`src/rtl/bitcorr_pkg.sv`:
```
package bitcorr_pkg;
  // product of two antipodal bits: 1 encodes +1, 0 encodes -1
  function automatic logic sign_prod(input logic a, input logic b);
    return a ~^ b;
  endfunction

  // step contribution of one product term
  function automatic logic signed [2:0] term_step(input logic agree, input logic negate);
    logic signed [2:0] s;
    s = agree ? 3'sd1 : -3'sd1;
    return negate ? -s : s;
  endfunction
endpackage

```
`src/rtl/bitcorr_seq.sv`:
```
module bitcorr_seq #(
  parameter int N = 4
) (
  input  logic                        clk,
  input  logic                        rst,
  input  logic                        load_i,
  output logic                        start_o,
  output logic                        busy_o,
  output logic                        done_o,
  output logic [$clog2(N*N)-1:0]      idx_o,
  output logic [$clog2(N)-1:0]        row_o,
  output logic [$clog2(N)-1:0]        col_o
);
  localparam int M  = N * N;
  localparam int AW = $clog2(M);
  localparam int RW = $clog2(N);

  logic          busy_q, done_q;
  logic [AW-1:0] idx_q;
  logic [RW-1:0] row_q, col_q;
  logic          last;

  assign last    = (idx_q == AW'(M - 1));
  assign start_o = load_i && !busy_q;

  always_ff @(posedge clk) begin
    if (rst) begin
      busy_q <= 1'b0;
      done_q <= 1'b0;
      idx_q  <= '0;
      row_q  <= '0;
      col_q  <= '0;
    end else begin
      done_q <= 1'b0;
      if (start_o) begin
        busy_q <= 1'b1;
        idx_q  <= '0;
        row_q  <= '0;
        col_q  <= '0;
      end else if (busy_q) begin
        if (last) begin
          busy_q <= 1'b0;
          done_q <= 1'b1;
        end else begin
          idx_q <= idx_q + 1'b1;
          if (col_q == RW'(N - 1)) begin
            col_q <= '0;
            row_q <= row_q + 1'b1;
          end else begin
            col_q <= col_q + 1'b1;
          end
        end
      end
    end
  end

  assign busy_o = busy_q;
  assign done_o = done_q;
  assign idx_o  = idx_q;
  assign row_o  = row_q;
  assign col_o  = col_q;

  // the last element write is followed by done and idle
  assert_done_after_last_R7: assert property (@(posedge clk) disable iff (rst)
    (busy_q && last) |=> (done_q && !busy_q));
  // done lasts one cycle
  assert_done_single_R7: assert property (@(posedge clk) disable iff (rst)
    done_q |=> !done_q);
  // a sweep keeps stepping whatever load does
  assert_load_ignored_R8: assert property (@(posedge clk) disable iff (rst)
    (busy_q && !last) |=> (busy_q && idx_q == AW'($past(idx_q) + 1'b1)));
  // linear address agrees with the row/column counters
  assert_addr_map_R2: assert property (@(posedge clk) disable iff (rst)
    busy_q |-> (int'(idx_q) == int'(row_q) * N + int'(col_q)));
endmodule

```
`src/rtl/bitcorr_delta.sv`:
```
module bitcorr_delta #(
  parameter int N = 4
) (
  input  logic [N-1:0]          cur_bits_i,
  input  logic [N-1:0]          old_bits_i,
  input  logic                  sub_en_i,
  input  logic [$clog2(N)-1:0]  row_i,
  input  logic [$clog2(N)-1:0]  col_i,
  output logic signed [2:0]     delta_o
);
  import bitcorr_pkg::*;

  logic new_agree, old_agree;
  logic signed [2:0] add_term, sub_term;

  assign new_agree = sign_prod(cur_bits_i[row_i], cur_bits_i[col_i]);
  assign old_agree = sign_prod(old_bits_i[row_i], old_bits_i[col_i]);
  assign add_term  = term_step(new_agree, 1'b0);
  assign sub_term  = sub_en_i ? term_step(old_agree, 1'b1) : 3'sd0;
  assign delta_o   = add_term + sub_term;
endmodule

```
`src/rtl/bitcorr_bank.sv`:
```
module bitcorr_bank #(
  parameter int DEPTH = 16,
  parameter int W     = 5,
  parameter int L     = 8
) (
  input  logic                       clk,
  input  logic                       rst,
  input  logic                       we_i,
  input  logic [$clog2(DEPTH)-1:0]   waddr_i,
  input  logic signed [2:0]          delta_i,
  input  logic [$clog2(DEPTH)-1:0]   raddr_i,
  output logic signed [W-1:0]        rdata_o
);
  localparam int AW = $clog2(DEPTH);

  logic signed [W-1:0] mem [DEPTH];
  logic signed [W-1:0] rdata_q;
  logic signed [W:0]   sum;

  assign sum = {mem[waddr_i][W-1], mem[waddr_i]} + (W+1)'(delta_i);

  always_ff @(posedge clk) begin
    if (rst) begin
      for (int i = 0; i < DEPTH; i++) mem[i] <= '0;
      rdata_q <= '0;
    end else begin
      if (we_i) mem[waddr_i] <= sum[W-1:0];
      rdata_q <= mem[raddr_i];
    end
  end

  assign rdata_o = rdata_q;

  // a counter never steps outside the window range
  assert_no_overflow_R11: assert property (@(posedge clk) disable iff (rst)
    we_i |-> (sum <= (W+1)'(L) && sum >= -(W+1)'(L)));
endmodule

```
`src/rtl/bitcorr_window.sv`:
```
module bitcorr_window #(
  parameter int K  = 2,
  parameter int L  = 8,
  localparam int N  = 2 * K,
  localparam int M  = N * N,
  localparam int AW = $clog2(M),
  localparam int FW = $clog2(L + 1),
  localparam int W  = 1 + FW
) (
  input  logic                 clk,
  input  logic                 rst,
  input  logic                 load_i,
  input  logic [N-1:0]         cur_bits_i,
  input  logic [N-1:0]         out_bits_i,
  input  logic [AW-1:0]        rd_addr_i,
  output logic signed [W-1:0]  rd_data_o,
  output logic                 busy_o,
  output logic                 done_o
);
  localparam int RW = $clog2(N);

  logic          start, busy, done;
  logic [AW-1:0] idx;
  logic [RW-1:0] row, col;
  logic [N-1:0]  cur_q, old_q;
  logic          sub_q;
  logic [FW-1:0] fill_q;
  logic signed [2:0] delta;

  bitcorr_seq #(.N(N)) u_seq (
    .clk(clk), .rst(rst), .load_i(load_i), .start_o(start),
    .busy_o(busy), .done_o(done), .idx_o(idx), .row_o(row), .col_o(col)
  );

  always_ff @(posedge clk) begin
    if (rst) begin
      cur_q  <= '0;
      old_q  <= '0;
      sub_q  <= 1'b0;
      fill_q <= '0;
    end else if (start) begin
      cur_q <= cur_bits_i;
      old_q <= out_bits_i;
      sub_q <= (fill_q == FW'(L));
      if (fill_q != FW'(L)) fill_q <= fill_q + 1'b1;
    end
  end

  bitcorr_delta #(.N(N)) u_delta (
    .cur_bits_i(cur_q), .old_bits_i(old_q), .sub_en_i(sub_q),
    .row_i(row), .col_i(col), .delta_o(delta)
  );

  bitcorr_bank #(.DEPTH(M), .W(W), .L(L)) u_bank (
    .clk(clk), .rst(rst), .we_i(busy), .waddr_i(idx), .delta_i(delta),
    .raddr_i(rd_addr_i), .rdata_o(rd_data_o)
  );

  assign busy_o = busy;
  assign done_o = done;

  // no subtraction while the window is still filling
  assert_no_early_sub_R4: assert property (@(posedge clk) disable iff (rst)
    (start && fill_q != FW'(L)) |=> !sub_q);
  // subtraction once the window is full
  assert_sub_when_full_R5: assert property (@(posedge clk) disable iff (rst)
    (start && fill_q == FW'(L)) |=> sub_q);
  // a diagonal element never decreases
  assert_diag_step_R3: assert property (@(posedge clk) disable iff (rst)
    (busy && row == col) |-> (delta == 3'sd1 || delta == 3'sd0));
endmodule

```
`config.mk`:
```
export PLATFORM = sky130hd
export DESIGN_NAME = bitcorr_window
export DESIGN_NICKNAME = d
export VERILOG_FILES = /design/src/rtl/bitcorr_pkg.sv /design/src/rtl/bitcorr_seq.sv /design/src/rtl/bitcorr_delta.sv /design/src/rtl/bitcorr_bank.sv /design/src/rtl/bitcorr_window.sv
export SDC_FILE = /design/constraint.sdc
export NUM_CORES = 1
export LEC_CHECK = 0
export ABC_AREA = 0
export CAP_MARGIN = 20
export CORE_ASPECT_RATIO = 1.4
export CORE_MARGIN = 5
export CORE_UTILIZATION = 25
export DETAILED_ROUTE_END_ITERATION = 8
export PLACE_DENSITY = 0.36
export RECOVER_POWER = 25
export SYNTH_ARGS = -nofsm -noshare
export SYNTH_HDL_FRONTEND = slang
export SYNTH_HIERARCHICAL = 1
export SYNTH_SLANG_ARGS = --single-unit
```
`constraint.sdc`:
```
create_clock -name clk -period 4.3 [get_ports clk]
set_input_delay 1.075 -clock clk [delete_from_list [all_inputs] [get_ports clk]]
set_output_delay 1.075 -clock clk [all_outputs]
set_load 0.1 [all_outputs]
```
# ---- After elaboration in Yosys (flattened, before gate mapping)
# Memory sizes are Yosys's and may differ from the RTL's. A register that Yosys moved wholly into a read port is not among the register bits.
# Cells that the tools add are included.
dict set report word_totals {
  regBits 23
  out_inout_bits 7
  rom_bits 0
  wordCells 61
  ram_bits 80
  memories 1
  latch_bits 0
}
dict set report classes {
  div 0
  bitwise 4
  eq_ne 4
  addsub 7
  shifts 0
  mul 0
  n_mux 26
  n_reduce_logical 8
  magnitude_cmp 2
}
# name depth word_bits read_ports rd_ports_with_merged_regs wr line
set mem_list {}
lappend mem_list {u_bank.mem 16 5 2 2 16 bitcorr_bank.sv:16} ;# logic signed [W-1:0] mem [DEPTH];
# op count
set op_table {}
lappend op_table {{$mux 1} 14}
lappend op_table {{$mux 4} 3}
lappend op_table {{$mux 3} 3}
lappend op_table {{$add 4x1->4 const B} 2}
lappend op_table {{$bmux 1 s2} 4}
lappend op_table {{$eq 4x4->1 const B} 2}
lappend op_table {{$lt 2x3->1 const B} 2}
lappend op_table {{$add 5x3->5} 1}
lappend op_table {{$mux 5} 1}
lappend op_table {{$reduce_or 5->1} 1}
lappend op_table {{$add 2x1->2 const B} 2}
lappend op_table {{$ne 4x4->1 const B} 1}
lappend op_table {{$reduce_and 2->1} 2}
lappend op_table {{$add 3x3->3} 1}
lappend op_table {{$neg 3->3} 1}
lappend op_table {{$reduce_and 3->1} 1}
lappend op_table {{$reduce_or 3->1} 1}
lappend op_table {{$eq 2x2->1 const B} 1}
lappend op_table {{$mux 2} 1}
lappend op_table {{$not 1->1} 2}
lappend op_table {{$reduce_or 2->1} 1}
lappend op_table {{$xnor 1x1->1} 2}
lappend op_table {{$logic_and 1x1->1} 1}
lappend op_table {{$logic_not 1->1} 1}

# ---- Longest topological paths before layout
dict set report logic_depth {
  depth_word 9
  depth_mapped 11
  ltp_nobuf 11
}

# ---- Cells and area by module
# The synthesis kept the hierarchy.
# module area_each_um2 cells_per_inst n_inst
set by_module_without_submodules {}
lappend by_module_without_submodules {bitcorr_bank 4480.5 309 1}
lappend by_module_without_submodules {bitcorr_window 519.2 52 1}
lappend by_module_without_submodules {bitcorr_seq 481.7 52 1}
lappend by_module_without_submodules {bitcorr_delta 142.6 10 1}

# ---- Least setup slack after synthesis
# No wires, ideal clock.
dict set report synth_path {
  path_type {reg2reg}
  from {register u_seq.row_q[0] (netlist: u_seq/row_o[0])}
  to {memory u_bank.mem[10][3], data pin}
  setup_time_ns 0.265
  t_required_ns 4.035
  arrival_time_ns 2.986
  stages_incl_launch_ff 11
  slack_ns 1.049
  period_less_slack_ns 3.251
  path_buffers 1
  path_cell_list {dfxtp_1 mux4_1 xor2_1 fa_1 inv_1 ha_1 a21o_1 a21oi_1 xor2_1 clkbuf_1 nor2_1}
}
# element line
set synth_rtl {}
lappend synth_rtl {{start: declaration} bitcorr_seq.sv:20} ;# logic [RW-1:0] row_q, col_q;
lappend synth_rtl {{start signal: assignment} bitcorr_seq.sv:48} ;# row_q <= row_q + 1'b1;
lappend synth_rtl {{end: declaration} bitcorr_bank.sv:16}

==> impl_metrics.env <==
export IMPL_synth_top_area_cell="edfxtp_1"
export IMPL_n_fill_cell=2316
export IMPL_rsz0062_at_grt="no"
export IMPL_gp_congestion=0.7632
export IMPL_pin_count=22
export IMPL_p_int_mw=1.784
export IMPL_dieHeight_microns=187.5
export IMPL_syn_avg_cell_area_sq_um=13.30
export IMPL_power_frac_comb_pct=19.8
export IMPL_syn_to_final_growth_pct=14.75
export IMPL_clock_sinks=108
export IMPL_grtUsageMet3_pct=2.260
export IMPL_use_met1_pct=14.82
export IMPL_worst_ep_arrival_time_ns=3.74
export IMPL_yosysUniqueCellTypes=43
export IMPL_clkPwrFrac_pct=32.9
export IMPL_skew_ns=0.008186
export IMPL_ys_flop_type="edfxtp_1"
export IMPL_io_buffers=21
export IMPL_post_cts_resized=0
export IMPL_netlist_instances=423
export IMPL_fp_coreArea_sq_mm=0.02237
export IMPL_post_route_min_period_ns=3.652
export IMPL_slew_violations=0
export IMPL_top_usage_layer="met2"
export IMPL_grtUsageTotal_pct=12.77
export IMPL_hold_violations=0
export IMPL_diodes=0
export IMPL_drtPass1Iterations=4
export IMPL_synth_area_leaders="edfxtp_1 43%, mux4_2 15%, dfxtp_1 10%"
export IMPL_hold_depth=2
export IMPL_seqPwrFrac_pct=47.3
export IMPL_maxCapViolCount=0
export IMPL_dieArea_sq_mm=0.02564
export IMPL_overflow=0
export IMPL_critPathSlowestCell="mux4_1"
export IMPL_cts_tree="yes"
export IMPL_cp_slowest_stage_delay_ns=0.59
export IMPL_drive_gt1_share_pct=15.14
export IMPL_finalSetupTns_ns=0
export IMPL_post_cts_buffers=0
export IMPL_wire_per_inst_microns=20.90
export IMPL_regArea_sq_mm=0.002963
export IMPL_hpwl_mm=11.47
export IMPL_hold_class="flip-flop to flip-flop"
export IMPL_cp_start_kind="flip-flop"
export IMPL_cts_hold_buf=0
export IMPL_synthesis_area_sq_mm=0.005624
export IMPL_p_switching_mw=0.7330
export IMPL_viasPerCell=4.621
export IMPL_grt_use_met2_pct=23.50
export IMPL_cts_buffers=9
export IMPL_worstReg2RegEnd="u_bank/mem[0][4]$_SDFFCE_PN0P_"
export IMPL_drt_antenna_violating_nets=0
export IMPL_synthTopCellsByCount="97 x nor2_1, 80 x edfxtp_1, 37 x mux4_2"
export IMPL_grt_pass1_wl_mm=23.52
export IMPL_root_buffer="clkbuf_16"
export IMPL_critPathMaxFanout=8
export IMPL_synth_seq_cells=108
export IMPL_yosysWarnings=6
export IMPL_start_util_pct=25.15
export IMPL_swShare_pct=29.12
export IMPL_worst_path_buf_inv=2
export IMPL_worst_path_stages=10
export IMPL_async_reset_ff_share_pct=0
export IMPL_synth_edff_count=80
export IMPL_worst_pin_slew_ns=1.039
export IMPL_synth_fp_nets=448
export IMPL_drc_errors=0
export IMPL_grt_max_degree=45
export IMPL_critPathKind="flip-flop to flip-flop"
export IMPL_synth_top_cell_area_share_pct=42.71
export IMPL_htreeDepth=3
export IMPL_endpoint="u_bank/mem[0][4]$_SDFFCE_PN0P_"
export IMPL_final_util_pct=28.86
export IMPL_routed_wl_mm=15.67
export IMPL_cp_end_kind="flip-flop"
export IMPL_ir_drop_mv=0.2731
export IMPL_max_freq_mhz=273.8
export IMPL_grt_pass1_vias=3632
export IMPL_fin_crit_sh_pct=84.93
export IMPL_nets=470
export IMPL_row_count=65
export IMPL_clkTransAtPathRegs_ns=0.07
export IMPL_clk_latency_ns=0.35
export IMPL_reg2reg_slack_ns=0.65
export IMPL_worst_endpoint_required_ns=4.39
export IMPL_via_count=3466
export IMPL_cts_buffer_depth=2
export IMPL_cpLargestDelayFamily="adder cells"
export IMPL_worstPathCellList="mux4_1 > xor2_1 > fa_1 > inv_1 > inv_1 > fa_1 > nand2b_1 > o2bb2ai_1 > xnor3_1 > nor2_1"
export IMPL_powerDensity_mw_per_mm2=390.0
export IMPL_multiInputGateArea_sq_mm=0.002494
export IMPL_finalSetupViolCount=0
export IMPL_drtIter0Drc=272
export IMPL_reg2reg_depth=10
export IMPL_rr_startpoint="u_seq/row_o[0]$_SDFFE_PP0P_"
export IMPL_status="finished clean"
export IMPL_die_w_microns=136.8
export IMPL_antenna_found_initial=0
export IMPL_ys_seq_area_share_pct=52.68
export IMPL_max_slew_margin_rel_pct=30.67
export IMPL_synth_most_common_cell="nor2_1"
export IMPL_p_leak_nw=2.263
export IMPL_startpoint="u_seq/row_o[0]$_SDFFE_PP0P_"
[through the flow]
step                      instance area, sq um  instances  power (mW)  hold slack [ns]  setup WS (ns)
after floorplan                           5624        423       1.527           0.4534          1.050
after global placement                    6191        735       1.723           0.4712         0.7495
after detailed placement                  6191        735       1.726           0.4867         0.7065
after CTS                                 6480        750       2.574           0.4986         0.6819
after global routing                      6454        750       2.644           0.5370         0.4920
final                                     6454        750       2.517           0.4982         0.6478
[sequential cells by signal (all words and copies together), names as in the netlist]
register / cells
u_bank/rdata_o: 5
old_q: 4
u_seq/idx_o: 4
u_seq/col_o: 2
u_bank/mem: 80
u_seq/busy_o: 1
sub_q: 1
fill_q: 4
u_seq/row_o: 2
cur_q: 4
u_seq/done_o: 1
[routing by layer]
layer	vias up	part of all wire (%)
li1	1635	-
met1	1762	39
met2	55	56
met3	14	3.1
met4	0	1.8
met5	-	0
[cell families (layout without fill, tap and decap cells)]
kind of cell    after synthesis  after routing  share of synthesized area (%)
flops                       108            108                          52.68
mux                          74             74                          24.09
compound gates               27             27                          3.404
simple gates                163            163                          12.93
fa+ha+maj                    10             10                          2.492
buf+inv                      34             60                          2.825
xor+xnor                      7              7                          1.579
[worst min-delay path by stage]
stage / to / from / slack (ns)
after floorplan: sub_q$_SDFFE_PP0P_ / sub_q$_SDFFE_PP0P_ / 0.45
after global placement: fill_q[2]$_SDFFE_PP0P_ / fill_q[2]$_SDFFE_PP0P_ / 0.47
after detailed placement: fill_q[2]$_SDFFE_PP0P_ / fill_q[2]$_SDFFE_PP0P_ / 0.49
after CTS: fill_q[2]$_SDFFE_PP0P_ / fill_q[2]$_SDFFE_PP0P_ / 0.50
after global routing: sub_q$_SDFFE_PP0P_ / sub_q$_SDFFE_PP0P_ / 0.54
final: sub_q$_SDFFE_PP0P_ / sub_q$_SDFFE_PP0P_ / 0.50
[worst min-delay path: cells and delay by family, from the launching register on]
family,cells,cell delay (ns)
flops,1,0.32
simple gates,2,0.14
[cell usage in the layout, fill, tap and decap left out, types with 9 or more instances in the layout]
cell             count
nand2_1             20
edfxtp_1            80
dfxtp_1             28
mux2i_1             27
clkdlybuf4s50_1     18
mux4_2              37
clkbuf_16            9
nor2_1              97
mux4_1               9
nand2b_1            21
[layout make-up]
cell class	count	share of cell area, %
Inverter	11	0.6398
Clock inverter	6	0.9888
Tap cell	301	5.836
Multi-Input combinational cell	281	38.64
Timing Repair Buffer	34	4.498
Sequential cell	108	45.91
Clock buffer	9	3.490
[power by group through the flow]
stage               clock, mW  combinational [mW]  sequential (mW)
finish                  0.828               0.498             1.19
detailed placement          0               0.511             1.22
global placement            0               0.508             1.22
global route            0.912               0.535             1.20
floorplan                   0               0.293             1.23
CTS                     0.870               0.513             1.19
Power figures use the tool's default switching activity.
